==> config.mk <==
export PLATFORM = sky130hd
export DESIGN_NAME = txbd_ring_engine
export DESIGN_NICKNAME = d
export VERILOG_FILES = /design/src/rtl/txr_pkg.sv /design/src/rtl/txr_desc_mem.sv /design/src/rtl/txr_events.sv /design/src/rtl/txr_walker.sv /design/src/rtl/txbd_ring_engine.sv
export SDC_FILE = /design/constraint.sdc
export NUM_CORES = 2
export LEC_CHECK = 0
export BUFFER_PORTS_ARGS = -buffer_cell sky130_fd_sc_hd__buf_2
export CORE_ASPECT_RATIO = 0.7
export CORE_UTILIZATION = 50
export CTS_BUF_LIST = sky130_fd_sc_hd__clkbuf_16
export CTS_CLUSTER_SIZE = 8
export DETAILED_ROUTE_END_ITERATION = 8
export PLACE_DENSITY = 0.66
export SLEW_MARGIN = 20
export SYNTH_ARGS = -nofsm -noshare
export SYNTH_HDL_FRONTEND = slang
export SYNTH_SLANG_ARGS = --single-unit
==> constraint.sdc <==
create_clock -name clk -period 5.3 [get_ports clk]
set_input_delay 0.265 -clock clk [delete_from_list [all_inputs] [get_ports clk]]
set_output_delay 0.265 -clock clk [all_outputs]
set_load 0.03 [all_outputs]
==> src/rtl/txr_pkg.sv <==
package txr_pkg;

    typedef enum logic [2:0] {
        ST_IDLE,
        ST_SCAN,
        ST_SEND,
        ST_WAIT,
        ST_WBACK
    } txr_state_e;

    localparam int SB_READY = 15;
    localparam int SB_WRAP  = 13;
    localparam int SB_IRQ   = 12;
    localparam int SB_LAST  = 11;
    localparam int SB_CRC   = 10;
    localparam int SB_DEF   = 1;
    localparam int CTRL_LO  = 10;

    localparam int EV_FRAME = 27;
    localparam int EV_BUF   = 26;

    localparam int CR_EVENT = 0;
    localparam int CR_MASK  = 1;
    localparam int CR_BELL  = 2;

endpackage

==> src/rtl/txr_desc_mem.sv <==
module txr_desc_mem #(
    parameter int DEPTH = 16,
    parameter int IDX_W = $clog2(DEPTH)
) (
    input  logic             clk,
    input  logic             rst,
    input  logic             h_we,
    input  logic [IDX_W-1:0] h_idx,
    input  logic             h_word,
    input  logic [31:0]      h_wdata,
    input  logic [IDX_W-1:0] h_ridx,
    input  logic             h_rword,
    output logic [31:0]      h_rdata,
    input  logic             e_we,
    input  logic [IDX_W-1:0] e_idx,
    input  logic [15:0]      e_status,
    output logic [5:0]       e_ctrl,
    output logic [15:0]      e_len,
    output logic [31:0]      e_addr
);
    logic [15:0] st_q  [DEPTH];
    logic [15:0] len_q [DEPTH];
    logic [31:0] ba_q  [DEPTH];

    for (genvar g = 0; g < DEPTH; g++) begin : g_entry
        always_ff @(posedge clk) begin
            if (rst) begin
                st_q[g]  <= '0;
                len_q[g] <= '0;
                ba_q[g]  <= '0;
            end else begin
                if (h_we && h_idx == IDX_W'(g)) begin
                    if (h_word) begin
                        ba_q[g] <= h_wdata;
                    end else begin
                        st_q[g]  <= h_wdata[31:16];
                        len_q[g] <= h_wdata[15:0];
                    end
                end
                // engine write-back wins over a same-cycle host write
                if (e_we && e_idx == IDX_W'(g)) begin
                    st_q[g] <= e_status;
                end
            end
        end
    end

    always_comb begin
        h_rdata = h_rword ? ba_q[h_ridx] : {st_q[h_ridx], len_q[h_ridx]};
        e_ctrl  = st_q[e_idx][15:10];
        e_len   = len_q[e_idx];
        e_addr  = ba_q[e_idx];
    end
endmodule

==> src/rtl/txr_events.sv <==
module txr_events
    import txr_pkg::*;
(
    input  logic        clk,
    input  logic        rst,
    input  logic        set_frame,
    input  logic        set_buf,
    input  logic        clr_we,
    input  logic [31:0] clr_data,
    input  logic        mask_we,
    input  logic [31:0] mask_data,
    output logic [31:0] ev_q,
    output logic [31:0] mask_q,
    output logic        irq
);
    logic [31:0] set_vec;
    logic [31:0] clr_vec;

    always_comb begin
        set_vec           = '0;
        set_vec[EV_FRAME] = set_frame;
        set_vec[EV_BUF]   = set_buf;
        clr_vec           = clr_we ? clr_data : '0;
    end

    always_ff @(posedge clk) begin
        if (rst) begin
            ev_q   <= '0;
            mask_q <= '0;
        end else begin
            ev_q <= (ev_q & ~clr_vec) | set_vec;
            if (mask_we) mask_q <= mask_data;
        end
    end

    assign irq = |(ev_q & mask_q);
endmodule

==> src/rtl/txr_walker.sv <==
module txr_walker
    import txr_pkg::*;
#(
    parameter int DEPTH = 16,
    parameter int IDX_W = $clog2(DEPTH)
) (
    input  logic             clk,
    input  logic             rst,
    input  logic             doorbell,
    input  logic             cur_ready,
    input  logic [4:0]       cur_ctrl,
    input  logic [15:0]      cur_len,
    input  logic [31:0]      cur_addr,
    input  logic             snd_ready,
    input  logic             cmp_valid,
    input  logic [5:0]       cmp_flags,
    output txr_state_e       state_q,
    output logic [IDX_W-1:0] idx_q,
    output logic             snd_valid,
    output logic [31:0]      snd_addr,
    output logic [15:0]      snd_len,
    output logic             snd_last,
    output logic             snd_crc,
    output logic             wb_we,
    output logic [15:0]      wb_status,
    output logic             ev_frame,
    output logic             ev_buf
);
    localparam logic [IDX_W-1:0] LAST_IDX = IDX_W'(DEPTH - 1);
    localparam int CW = SB_WRAP - CTRL_LO;
    localparam int CI = SB_IRQ  - CTRL_LO;
    localparam int CL = SB_LAST - CTRL_LO;
    localparam int CC = SB_CRC  - CTRL_LO;

    txr_state_e       state_d;
    logic             kick_q;
    logic [4:0]       lat_ctrl;
    logic [15:0]      lat_len;
    logic [31:0]      lat_addr;
    logic [5:0]       lat_flags;
    logic [IDX_W-1:0] idx_next;

    always_comb begin
        state_d = state_q;
        unique case (state_q)
            ST_IDLE:  if (kick_q)    state_d = ST_SCAN;
            ST_SCAN:  state_d = cur_ready ? ST_SEND : ST_IDLE;
            ST_SEND:  if (snd_ready) state_d = ST_WAIT;
            ST_WAIT:  if (cmp_valid) state_d = ST_WBACK;
            ST_WBACK: state_d = ST_SCAN;
            default:  state_d = ST_IDLE;
        endcase
    end

    always_comb begin
        if (lat_ctrl[CW] || idx_q == LAST_IDX) idx_next = '0;
        else                                   idx_next = idx_q + 1'b1;
    end

    always_ff @(posedge clk) begin
        if (rst) begin
            state_q   <= ST_IDLE;
            idx_q     <= '0;
            kick_q    <= 1'b0;
            lat_ctrl  <= '0;
            lat_len   <= '0;
            lat_addr  <= '0;
            lat_flags <= '0;
        end else begin
            state_q <= state_d;
            if (doorbell)                             kick_q <= 1'b1;
            else if (state_q == ST_IDLE && kick_q)    kick_q <= 1'b0;
            if (state_q == ST_SCAN && cur_ready) begin
                lat_ctrl <= cur_ctrl;
                lat_len  <= cur_len;
                lat_addr <= cur_addr;
            end
            if (state_q == ST_WAIT && cmp_valid) lat_flags <= cmp_flags;
            if (state_q == ST_WBACK)             idx_q     <= idx_next;
        end
    end

    always_comb begin
        snd_valid = (state_q == ST_SEND);
        snd_addr  = lat_addr;
        snd_len   = lat_len;
        snd_last  = lat_ctrl[CL];
        snd_crc   = lat_ctrl[CC];
        wb_we     = (state_q == ST_WBACK);
        wb_status = {1'b0, lat_ctrl, lat_flags[5:1], 3'b000, lat_flags[0], 1'b0};
        ev_frame  = wb_we && lat_ctrl[CI] && lat_ctrl[CL];
        ev_buf    = wb_we && lat_ctrl[CI] && !lat_ctrl[CL];
    end
endmodule

==> src/rtl/txbd_ring_engine.sv <==
module txbd_ring_engine
    import txr_pkg::*;
#(
    parameter int DEPTH   = 16,
    parameter int IDX_W   = $clog2(DEPTH),
    parameter int HADDR_W = IDX_W + 2
) (
    input  logic               clk,
    input  logic               rst,
    input  logic               host_we,
    input  logic [HADDR_W-1:0] host_addr,
    input  logic [31:0]        host_wdata,
    input  logic [HADDR_W-1:0] host_raddr,
    output logic [31:0]        host_rdata,
    output logic               snd_valid,
    input  logic               snd_ready,
    output logic [31:0]        snd_addr,
    output logic [15:0]        snd_len,
    output logic               snd_last,
    output logic               snd_crc,
    input  logic               cmp_valid,
    input  logic [5:0]         cmp_flags,
    output logic [IDX_W-1:0]   ring_idx,
    output logic               irq
);
    localparam int OFF_W = HADDR_W - 1;

    logic             w_is_ctrl, r_is_ctrl;
    logic [OFF_W-1:0] w_off, r_off;
    logic             desc_we, bell, clr_we, mask_we;
    logic [31:0]      desc_rdata, ev_q, mask_q;
    logic [5:0]       e_ctrl;
    logic [15:0]      e_len, wb_status;
    logic [31:0]      e_addr;
    logic             wb_we, ev_frame, ev_buf;
    txr_state_e       fsm_state;

    always_comb begin
        w_is_ctrl = host_addr[HADDR_W-1];
        w_off     = host_addr[OFF_W-1:0];
        r_is_ctrl = host_raddr[HADDR_W-1];
        r_off     = host_raddr[OFF_W-1:0];
        desc_we   = host_we && !w_is_ctrl;
        clr_we    = host_we && w_is_ctrl && w_off == OFF_W'(CR_EVENT);
        mask_we   = host_we && w_is_ctrl && w_off == OFF_W'(CR_MASK);
        bell      = host_we && w_is_ctrl && w_off == OFF_W'(CR_BELL);
        if (!r_is_ctrl)                    host_rdata = desc_rdata;
        else if (r_off == OFF_W'(CR_EVENT)) host_rdata = ev_q;
        else if (r_off == OFF_W'(CR_MASK))  host_rdata = mask_q;
        else                                host_rdata = '0;
    end

    txr_desc_mem #(.DEPTH(DEPTH), .IDX_W(IDX_W)) mem_i (
        .clk(clk), .rst(rst),
        .h_we(desc_we), .h_idx(host_addr[IDX_W:1]), .h_word(host_addr[0]),
        .h_wdata(host_wdata),
        .h_ridx(host_raddr[IDX_W:1]), .h_rword(host_raddr[0]), .h_rdata(desc_rdata),
        .e_we(wb_we), .e_idx(ring_idx), .e_status(wb_status),
        .e_ctrl(e_ctrl), .e_len(e_len), .e_addr(e_addr)
    );

    txr_walker #(.DEPTH(DEPTH), .IDX_W(IDX_W)) walk_i (
        .clk(clk), .rst(rst), .doorbell(bell),
        .cur_ready(e_ctrl[5]), .cur_ctrl(e_ctrl[4:0]),
        .cur_len(e_len), .cur_addr(e_addr),
        .snd_ready(snd_ready), .cmp_valid(cmp_valid), .cmp_flags(cmp_flags),
        .state_q(fsm_state), .idx_q(ring_idx),
        .snd_valid(snd_valid), .snd_addr(snd_addr), .snd_len(snd_len),
        .snd_last(snd_last), .snd_crc(snd_crc),
        .wb_we(wb_we), .wb_status(wb_status),
        .ev_frame(ev_frame), .ev_buf(ev_buf)
    );

    txr_events ev_i (
        .clk(clk), .rst(rst),
        .set_frame(ev_frame), .set_buf(ev_buf),
        .clr_we(clr_we), .clr_data(host_wdata),
        .mask_we(mask_we), .mask_data(host_wdata),
        .ev_q(ev_q), .mask_q(mask_q), .irq(irq)
    );
endmodule

==> flow_metrics.env <==
export IMPL_nets=4794
export IMPL_numClockSinks=1159
export IMPL_clkTransAtPathRegs_ns=0.05
export IMPL_grt_pass1_vias=41370
export IMPL_rrSetupSlack_ns=1.54
export IMPL_die_height_microns=294.1
export IMPL_synth_edf_count=1024
export IMPL_overflow=0
export IMPL_synth_flop_cell="edfxtp_1"
export IMPL_hold_depth=3
export IMPL_critPathKind="reg -> reg"
export IMPL_gr_usage_all_layers_pct=33.09
export IMPL_p_seq_share_pct=47.7
export IMPL_p_leak_nw=25.30
export IMPL_power_density_nw_per_um2=328.1
export IMPL_num_vias=42860
export IMPL_firstDrtPassIters=9
export IMPL_cts_buffer_depth=3
export IMPL_cpPeakStageDelay_ns=0.96
export IMPL_r2r_end="mem_i.st_q[6][10]"
export IMPL_synth_top_cell_by_area="edfxtp_1"
export IMPL_grt_start_max_net_pins=145
export IMPL_fin_tns_setup_ns=0
export IMPL_vias_per_cell=6.594
export IMPL_core_sq_um=120200
export IMPL_crit_path_top_delay_cell="nor2b_4"
export IMPL_dr_first_iter_drc_count=6640
export IMPL_rows=106
export IMPL_synth_area_top_cells="edfxtp_1 50%, mux4_2 13%, and2_1 8.0%"
export IMPL_status="finished, final reports clean"
export IMPL_drive_gt1_share_pct=19.40
export IMPL_whs_endpoint="ev_i.mask_q[19]"
export IMPL_fin_worst_skew_ns=0.02751
export IMPL_cts_tree="yes"
export IMPL_instances_no_fill=6500
export IMPL_wirelength_microns=203400
export IMPL_final_core_util_pct=56.58
export IMPL_yosysWarnings=0
export IMPL_finalCriticalPeriod_ns=3.760
export IMPL_numCtsBuffers=162
export IMPL_insertion_delay_ns=0.79
export IMPL_wl_per_cell_microns=31.29
export IMPL_drv_cap=0
export IMPL_critPathMaxFanout=23
export IMPL_critPathBufInv=0
export IMPL_syn_area_sq_um=60940
export IMPL_pwr_share_comb_pct=8.4
export IMPL_path_delay_family="simple AND/OR/NAND/NOR gates"
export IMPL_max_freq_ghz=0.2659
export IMPL_nFillCells=9777
export IMPL_hp_class="in -> reg"
export IMPL_ys_seq_area_share_pct=54.90
export IMPL_tightest_slew_ns=1.175
export IMPL_dp_cells=6170
export IMPL_synth_cell_types=48
export IMPL_die_x_microns=419.3
export IMPL_crit_path_end_kind="flip-flop"
export IMPL_cp_depth=3
export IMPL_cts_root_buffer="clkbuf_16"
export IMPL_crit_chain="nor2b_4 > nand2_1 > nand2b_1"
export IMPL_io_buffers=142
export IMPL_start_util_pct=50.71
export IMPL_ant_nets=0
export IMPL_cts_setup_buffers=0
export IMPL_syn_to_final_growth_pct=11.57
export IMPL_arrival_ns=4.15
export IMPL_postSynthCellCount=4804
export IMPL_ir_drop_uv=304.4
export IMPL_netSwitchingFraction_pct=24.91
export IMPL_rsz0062_at_grt="no"
export IMPL_yosysTopAreaCellShare_pct=50.46
export IMPL_setup_violations_final=0
export IMPL_slew_violations=0
export IMPL_slew_limit_headroom_pct=21.65
export IMPL_synthArstFlopShare_pct=0
export IMPL_regToRegStartpoint="walk_i.idx_q[2]"
export IMPL_cp_start_kind="flip-flop"
export IMPL_whs_ns=0.04994
export IMPL_gp_congestion=0.9195
export IMPL_intPower_w=0.01675
export IMPL_min_period_over_period_pct=70.95
export IMPL_clock_power_share_pct=44.0
export IMPL_synth_seq_cells=1159
export IMPL_r2r_cells=3
export IMPL_route_detailed_drc=0
export IMPL_hold_viol_final=0
export IMPL_holdCritStartpoint="host_wdata[19]"
export IMPL_power_switching_w=0.005556
export IMPL_io_pins=143
export IMPL_antenna_found_initial=8
export IMPL_die_area_sq_um=123300
export IMPL_dp_hpwl_microns=123300
export IMPL_cp_required_ns=5.69
export IMPL_grt_pass1_wl_microns=293500
export IMPL_syn_nets=4863
export IMPL_syn_area_per_cell_sq_um=12.68
export IMPL_cts_htree_levels=4
## what timing repair did
action	CTS	global route
endpoints found under the hold margin	47	0
hold buffers	21	0
gates resized for setup	0	0
## per-layer routing
metal / GRT usage (%) / vias to the layer above / part of all wire, %
li1: - / 17760 / -
met1: 48.16 / 21440 / 40
met2: 47.15 / 3195 / 43
met3: 8.963 / 455 / 13
met4: 12.76 / 2 / 3.7
met5: 0 / - / 0.0054
## logic make-up after synthesis
kind of cell	synth area share, %
adder cells (fa/ha/maj)	0.08213
AND/OR/NAND/NOR	15.87
flip-flops	54.90
XOR/XNOR	0.02875
AO/OA/AOI/OAI	6.620
multiplexers	19.19
buffers and inverters	3.316
## stage by stage
stage | power (W) | setup WS [ns] | area [sq um]
final | 0.02231 | 1.540 | 67990
after global routing | 0.02284 | 1.471 | 67980
after CTS | 0.02229 | 1.646 | 67960
after detailed placement | 0.01261 | 1.687 | 62930
after global placement | 0.01258 | 1.688 | 62930
after floorplan | 0.01186 | 2.370 | 60940
## power by group through the flow
stage | sequential, W | combinational [W] | clock [W]
after floorplan | 0.0107 | 0.00116 | 0
after global placement | 0.0108 | 0.00180 | 0
after detailed placement | 0.0108 | 0.00181 | 0
after CTS | 0.0106 | 0.00183 | 0.00984
after global routing | 0.0107 | 0.00193 | 0.0102
final | 0.0106 | 0.00186 | 0.00981
## synth_stat cells (all sizes together), types with 32 or more instances
master and number:
a211oi 32, a21o 48, a21oi 153, a22oi 214
and2 778, and3 80, buf 118, clkbuf 379
dfxtp 135, edfxtp 1024, mux2 117, mux2i 267
mux4 342, nand2 457, nand2b 50, nand3 247
nor2 72, nor2b 97, o21ai 64, o22a 32
o22ai 33
## how the worst max path moves through the flow
stage,from,end
2_1_floorplan,host_addr[5],mem_i.ba_q[3][0]
3_3_place_gp,host_raddr[1],host_rdata[15]
3_5_place_dp,walk_i.idx_q[2],mem_i.st_q[6][10]
4_1_cts,walk_i.idx_q[2],mem_i.st_q[6][9]
5_1_grt,walk_i.idx_q[2],mem_i.st_q[4][6]
6_report,walk_i.idx_q[2],mem_i.st_q[6][10]
## tightest hold or removal path: cells and delay by family
family	cells	cell delay (ns)
AO/OA/AOI/OAI	1	0.06
buffers and inverters	1	0.31
AND/OR/NAND/NOR	1	0.14
## cell usage in the layout (no fill, tap or decap), drive strengths merged, types with 3 or more instances in the layout
cell	count
a22o	4
o21ai	64
mux2	117
o22a	32
nand2b	50
and3	80
a22oi	214
nor3b	3
mux2i	267
nor2b	97
clkinv	4
nand2	457
diode	8
o21bai	18
nor3	7
a21o	48
mux4	342
buf	242
dlygate4sd3	21
nand3	247
nand4	3
a221oi	3
dfxtp	135
clkbuf	170
inv	133
edfxtp	1024
and2	778
o22ai	33
a211oi	32
nor2	72
ha	4
a21oi	153
## flip-flops by register name (all words and copies together) (netlist names), named ones only
register and count:
walk_i.lat_ctrl 5, walk_i.lat_flags 6, walk_i.idx_q 4, walk_i.state_q 3
walk_i.snd_addr 32, ev_i.mask_q 32, mem_i.ba_q 512, mem_i.st_q 256
walk_i.kick_q 1, mem_i.len_q 256, ev_i.ev_q 32, walk_i.snd_len 16
## cell type report
cell class                 count  area (sq um)  area share [%]
timing repair buffer         264          1821           2.678
sequential                  1159         33460           49.21
antenna                        8         20.02         0.02944
inverter                       5         18.77         0.02760
multi-input combinational   3143         25820           37.98
tap                         1620          2027           2.981
clock buffer                 169          4229           6.220
clock inverter               132         590.6          0.8686
No activity file was read; power rests on OpenSTA's default activity.
